==> src/rtl/dc_pkg.sv <==
package dc_pkg;
  typedef enum logic [1:0] {
    EDGE_RISE = 2'b00,
    EDGE_FALL = 2'b01,
    EDGE_BOTH = 2'b10,
    EDGE_ANY  = 2'b11
  } edge_mode_e;

  typedef enum logic [1:0] {
    FLT_OFF = 2'b00,
    FLT_D_A = 2'b01,
    FLT_D_B = 2'b10,
    FLT_D_C = 2'b11
  } flt_mode_e;
endpackage

==> src/rtl/dc_filter.sv <==
module dc_filter #(
  parameter int DIV_A  = 2,
  parameter int DIV_B  = 8,
  parameter int DIV_C  = 32,
  parameter int STAGES = 3
) (
  input  logic       clk_i,
  input  logic       rst_ni,
  input  logic       raw_i,
  input  logic [1:0] sel_i,
  output logic       lvl_o
);
  import dc_pkg::*;
  localparam int PW = $clog2(DIV_C) + 1;

  logic [PW-1:0]     pre_q;
  logic [PW-1:0]     lim;
  logic [STAGES-1:0] sh_q, sh_nxt;
  logic              flt_q, bypass, tick;

  assign bypass = (flt_mode_e'(sel_i) == FLT_OFF);

  always_comb begin
    case (flt_mode_e'(sel_i))
      FLT_D_A: lim = PW'(DIV_A - 1);
      FLT_D_B: lim = PW'(DIV_B - 1);
      default: lim = PW'(DIV_C - 1);
    endcase
  end

  assign tick   = !bypass && (pre_q >= lim);
  assign sh_nxt = {sh_q[STAGES-2:0], raw_i};

  always_ff @(posedge clk_i or negedge rst_ni) begin
    if (!rst_ni) begin
      pre_q <= '0;
      sh_q  <= '0;
      flt_q <= 1'b0;
    end else if (bypass) begin
      // track input so leaving bypass creates no false edge
      pre_q <= '0;
      sh_q  <= {STAGES{raw_i}};
      flt_q <= raw_i;
    end else begin
      pre_q <= tick ? '0 : pre_q + 1'b1;
      if (tick) begin
        sh_q <= sh_nxt;
        if (&sh_nxt)       flt_q <= 1'b1;
        else if (~|sh_nxt) flt_q <= 1'b0;
      end
    end
  end

  assign lvl_o = bypass ? raw_i : flt_q;

  p_hold_between_ticks_r6: assert property (@(posedge clk_i) disable iff (!rst_ni)
    (!bypass && !tick) |=> $stable(flt_q));
endmodule

==> src/rtl/dc_edge.sv <==
module dc_edge (
  input  logic       clk_i,
  input  logic       rst_ni,
  input  logic       lvl_i,
  input  logic [1:0] sel_i,
  output logic       hit_o
);
  import dc_pkg::*;
  logic prev_q, rise, fall;

  always_ff @(posedge clk_i or negedge rst_ni) begin
    if (!rst_ni) prev_q <= 1'b0;
    else         prev_q <= lvl_i;
  end

  assign rise = lvl_i & ~prev_q;
  assign fall = ~lvl_i & prev_q;

  always_comb begin
    case (edge_mode_e'(sel_i))
      EDGE_RISE: hit_o = rise;
      EDGE_FALL: hit_o = fall;
      default:   hit_o = rise | fall;
    endcase
  end

  p_no_hit_flat_r3: assert property (@(posedge clk_i) disable iff (!rst_ni)
    (lvl_i == prev_q) |-> !hit_o);
endmodule

==> src/rtl/dc_latches.sv <==
module dc_latches #(
  parameter int CW = 16
) (
  input  logic          clk_i,
  input  logic          rst_ni,
  input  logic [CW-1:0] count_i,
  input  logic          ld0_i,
  input  logic          ld1_i,
  output logic [CW-1:0] cap0_o,
  output logic [CW-1:0] cap1_o,
  output logic          last_o
);
  always_ff @(posedge clk_i or negedge rst_ni) begin
    if (!rst_ni) begin
      cap0_o <= '0;
      cap1_o <= '0;
      last_o <= 1'b0;
    end else begin
      if (ld0_i) cap0_o <= count_i;
      if (ld1_i) cap1_o <= count_i;
      // register 1 wins a simultaneous load
      if (ld1_i)      last_o <= 1'b1;
      else if (ld0_i) last_o <= 1'b0;
    end
  end

  p_load0_r1: assert property (@(posedge clk_i) disable iff (!rst_ni)
    ld0_i |=> cap0_o == $past(count_i));
  p_load1_r2: assert property (@(posedge clk_i) disable iff (!rst_ni)
    ld1_i |=> cap1_o == $past(count_i));
  p_last_one_r4: assert property (@(posedge clk_i) disable iff (!rst_ni)
    ld1_i |=> last_o);
  p_last_zero_r4: assert property (@(posedge clk_i) disable iff (!rst_ni)
    (ld0_i && !ld1_i) |=> !last_o);
endmodule

==> src/rtl/dual_capture.sv <==
module dual_capture #(
  parameter int CW    = 16,
  parameter int DIV_A = 2,
  parameter int DIV_B = 8,
  parameter int DIV_C = 32
) (
  input  logic          clk_i,
  input  logic          rst_ni,
  input  logic [CW-1:0] count_i,
  input  logic          ext_i,
  input  logic          ext_dst_i,
  input  logic [1:0]    edge_sel_i,
  input  logic [1:0]    flt_sel_i,
  input  logic          sw_trig0_i,
  input  logic          sw_trig1_i,
  input  logic          req_clr_i,
  input  logic          irq_en_i,
  output logic [CW-1:0] cap0_o,
  output logic [CW-1:0] cap1_o,
  output logic          last_o,
  output logic          req_o,
  output logic          irq_o
);
  logic       lvl, hit, ld0, ld1, cfg_chg, req_set, req_q;
  logic [1:0] edge_q, flt_q;

  dc_filter #(.DIV_A(DIV_A), .DIV_B(DIV_B), .DIV_C(DIV_C), .STAGES(3)) u_flt (
    .clk_i(clk_i), .rst_ni(rst_ni), .raw_i(ext_i), .sel_i(flt_sel_i), .lvl_o(lvl)
  );

  dc_edge u_edge (
    .clk_i(clk_i), .rst_ni(rst_ni), .lvl_i(lvl), .sel_i(edge_sel_i), .hit_o(hit)
  );

  assign ld0 = sw_trig0_i | (hit & ~ext_dst_i);
  assign ld1 = sw_trig1_i | (hit &  ext_dst_i);

  dc_latches #(.CW(CW)) u_lat (
    .clk_i(clk_i), .rst_ni(rst_ni), .count_i(count_i),
    .ld0_i(ld0), .ld1_i(ld1),
    .cap0_o(cap0_o), .cap1_o(cap1_o), .last_o(last_o)
  );

  // reconfiguration may glitch the edge path, so it raises a request
  assign cfg_chg = (edge_sel_i != edge_q) || (flt_sel_i != flt_q);
  assign req_set = ld0 | ld1 | cfg_chg;

  always_ff @(posedge clk_i or negedge rst_ni) begin
    if (!rst_ni) begin
      edge_q <= '0;
      flt_q  <= '0;
      req_q  <= 1'b0;
    end else begin
      edge_q <= edge_sel_i;
      flt_q  <= flt_sel_i;
      req_q  <= req_set | (req_q & ~req_clr_i);
    end
  end

  assign req_o = req_q;
  assign irq_o = req_q & irq_en_i;

  p_cfg_sets_req_r8: assert property (@(posedge clk_i) disable iff (!rst_ni)
    cfg_chg |=> req_o);
  p_clear_r7: assert property (@(posedge clk_i) disable iff (!rst_ni)
    (req_clr_i && !req_set) |=> !req_o);
  p_irq_needs_en_r9: assert property (@(posedge clk_i) disable iff (!rst_ni)
    irq_o |-> (irq_en_i && req_o));
endmodule

==> config.mk <==
export PLATFORM = sky130hd
export DESIGN_NAME = dual_capture
export DESIGN_NICKNAME = d
export VERILOG_FILES = /design/src/rtl/dc_pkg.sv /design/src/rtl/dc_filter.sv /design/src/rtl/dc_edge.sv /design/src/rtl/dc_latches.sv /design/src/rtl/dual_capture.sv
export SDC_FILE = /design/constraint.sdc
export NUM_CORES = 1
export LEC_CHECK = 0
export ABC_AREA = 1
export ABC_CLOCK_PERIOD_IN_PS = 1300
export BUFFER_PORTS_ARGS = -buffer_cell sky130_fd_sc_hd__buf_2
export CORE_MARGIN = 10
export CORE_UTILIZATION = 45
export CTS_CLUSTER_DIAMETER = 200
export DETAILED_ROUTE_END_ITERATION = 12
export PLACE_DENSITY_LB_ADDON = 0.3
export SYNTH_ARGS = -nofsm -noshare
export SYNTH_HDL_FRONTEND = slang
export SYNTH_SLANG_ARGS = --single-unit
export TNS_END_PERCENT = 50
==> constraint.sdc <==
create_clock -name clk_i -period 1.3 [get_ports clk_i]
set_input_delay 0.26 -clock clk_i [delete_from_list [all_inputs] [get_ports clk_i]]
set_output_delay 0.26 -clock clk_i [all_outputs]
set_load 0.01 [all_outputs]
==> impl_metrics.yaml <==
run_status:
  status: "finished with violations"
  violations: "setup timing"
finish:
  multi_input_area_um2: 1260
  area_growth_syn_to_layout_pct: 53.0
  layout_commonest_cell: "buf_2"
  final_cell_mix: "buf_2, nand2_1, dfrtp_1"
  fill_cells: 362
  register_area_um2: 1200
  fin_util: 0.712
  nNetsFinal: 374
  antennaDiodeCount: 0
  drive_gt1_frac: 0.522
pwr:
  leakagePower_uw: 0.00174
  p_sw_uw: 1790
  peakVddDrop_mv: 1.16
  pwr-share-comb: 0.394
  pwr_density_cell_nw_per_um2: 1450
  p_seq_frac: 0.416
  internal_power_uw: 3120
  p_sw_frac: 0.364
  pwr-share-clk: 0.190
timing:
  rsz0062_at_grt: "yes"
  fmaxAchievable_mhz: 639
  setup_viol: 43
  hold_viol: 0
  slew_headroom: 0.576
  tightest_slew_ns: 0.632
  whs_ns: 0.145
  finalMaxSlewViolations: 0
  clock_skew_ns: 0.0137
  post-route-period-util: 1.20
  setup_slack_ns: -0.265
  final.min_clock_period_ns: 1.57
critical_path:
  critical_path.max_fanout: 5
  cp.arrival_ns: 1.75
  crit_required_ns: 1.49
  path_class: "reg2reg"
  crit_path_end_kind: "register"
  startpoint_type: "register"
global_route:
  antenna_found_initial: 0
  grt_pass1_vias: 2059
  grt_first_pass_wirelength_mm: 10.3
  overflow: 0
  grt_usage: 0.152
  grt_max_degree: 49
yosys:
  synthAdderAreaFrac: 0.0453
  synth_seq_cells: 48
  synth_area_leaders: "dfrtp_1, nand2_1, nand3_1"
  synth.top_cell.area_share: 0.543
  ys_seq_area_frac: 0.543
  synth.largest_area_cell: "dfrtp_1"
  synthCells: 247
  synth_warnings: 0
  yosys.area_share.simple: 0.316
  synth_top_family_by_area: "simple AND/OR/NAND/NOR gates"
  synth_xor_area_frac: 0.0238
  synthMuxAreaShare: 0
  syn-cell-area_um2: 2210
  syn_area_per_cell_um2: 8.95
  synth_compound_area_frac: 0.0125
  synth_cell_types: 23
  syn_nets: 283
routing:
  drt-pass1-iter-count: 4
  drtIter0Drc: 124
  route.detailed.drc: 0
  final_antenna_net_count: 0
  viasPerCell: 4.88
  vias: 1982
  wl_mm: 6.40
  wire_per_inst_um: 15.8
placed_design:
  gp_congestion: 0.779
  numPortBuffers: 62
  place_hpwl_mm: 4.12
  place_ws_ns: -0.550
clock_network:
  cts_buffer_depth: 2
  cts-root-buf: "clkbuf_8"
  clock_latency_ns: 0.31
  path_clk_slew_ns: 0.08
  h-tree-depth: 2
  cts_buffers: 5
  cts_tree: "built"
  clock_sinks: 48
floorplanning:
  die_area_um2: 8120
  ioPinCount: 63
  rows: 25
  fp.dieW_um: 90.1
  initial_core_util: 0.465
  fp.dieH_um: 90.1
  fp.coreArea_um2: 4750
worst_hold_path:
  hp-class: "in2reg"
flow_run:
  maxCapViolCount: 0
## critical path, stage by stage, from the launching register on
cell and delay, ns:
dfrtp_1 0.42, nand2_2 0.10, nand2_4 0.07, inv_4 0.07
ha_4 0.19, nand2_4 0.08, nand3_4 0.10, buf_12 0.16
buf_12 0.13, nand3_1 0.06, nand2_1 0.07
## path summary, 6_finish.rpt
path	from	endpoint	slack, ns	depth (start not counted)
min	edge_sel_i[1]	edge_q[1]	0.14	1
min in group asynchronous	rst_ni	u_lat.cap1_o[3]	0.47	3
max	u_flt.flt_q	u_lat.cap1_o[1]	-0.27	10
max in group asynchronous	rst_ni	u_flt.flt_q	0.61	3
max reg2reg	u_flt.flt_q	u_lat.cap1_o[1]	-0.27	10
min reg2reg	u_flt.pre_q[0]	u_flt.pre_q[0]	0.50	1
## Yosys cell counts
cell	instances
nand2_1	87
nand3b_4	2
o21ai_0	1
nand3_4	1
xnor2_1	4
ha_1	8
nand2_4	2
nor3_1	3
clkinv_1	2
nor2_1	13
o21ai_1	1
buf_8	1
buf_4	3
dfrtp_1	48
a21oi_1	2
inv_2	1
clkbuf_1	2
a21o_1	1
inv_1	17
buf_6	1
nand3_1	43
xor2_1	2
nand2_2	2
## cell type report
cell class / instances / area share
Clock buffer: 7 / 0.0255
Clock inverter: 1 / 0.00222
Timing Repair Buffer: 89 / 0.192
Sequential cell: 48 / 0.355
Inverter: 20 / 0.0274
Multi-Input combinational cell: 174 / 0.373
Tap cell: 67 / 0.0248
## what timing repair did
action                                  4_1_cts  5_1_grt
hold endpoints to repair                     48        0
gates cloned                                  2        2
resized for setup                            36       35
endpoints found under the setup margin       43       43
hold buffers                                  1        0
pin swaps                                    29       20
buffers inserted                              3        3
## cell families (layout without fill, tap and decap cells)
group | Yosys count | count (layout)
simple gates | 153 | 155
flops | 48 | 48
buf+inv | 27 | 117
fa+ha+maj | 8 | 8
xor+xnor | 6 | 6
compound gates | 5 | 5
## routing by layer
layer  global-route usage  routed length (um)  vias to the layer above
li1                     -                   -                      967
met1                0.181                2700                      951
met2                0.254                3220                       55
met3               0.0466                 390                        9
met4               0.0504                  93                        0
met5                    0                   0                        -
## flip-flops by register name, indices dropped and copies added (netlist names)
register / cells
edge_q: 2
flt_q: 2
req_o: 1
u_edge.prev_q: 1
u_flt.flt_q: 1
u_flt.pre_q: 6
u_flt.sh_q: 2
u_lat.cap0_o: 16
u_lat.cap1_o: 16
u_lat.last_o: 1
## through the flow
step,std cells,total power (uW),TNS [ns],cell area [um2]
after floorplan,247,2820,-8.64,2280
after global placement,387,3350,-19.86,2790
after detailed placement,387,3380,-21.66,2790
after CTS,401,4630,-5.52,3160
after global routing,406,5220,-10.84,3380
final,406,4910,-8.07,3380
## power groups by stage
stage | combinational, uW | sequential [uW] | clock [uW]
finish | 1940 | 2040 | 933
global route | 2130 | 2080 | 1010
CTS | 1680 | 2000 | 950
detailed placement | 1370 | 2010 | 0
global placement | 1340 | 2000 | 0
floorplan | 758 | 2060 | 0
No activity file was read; power rests on OpenSTA's default activity.
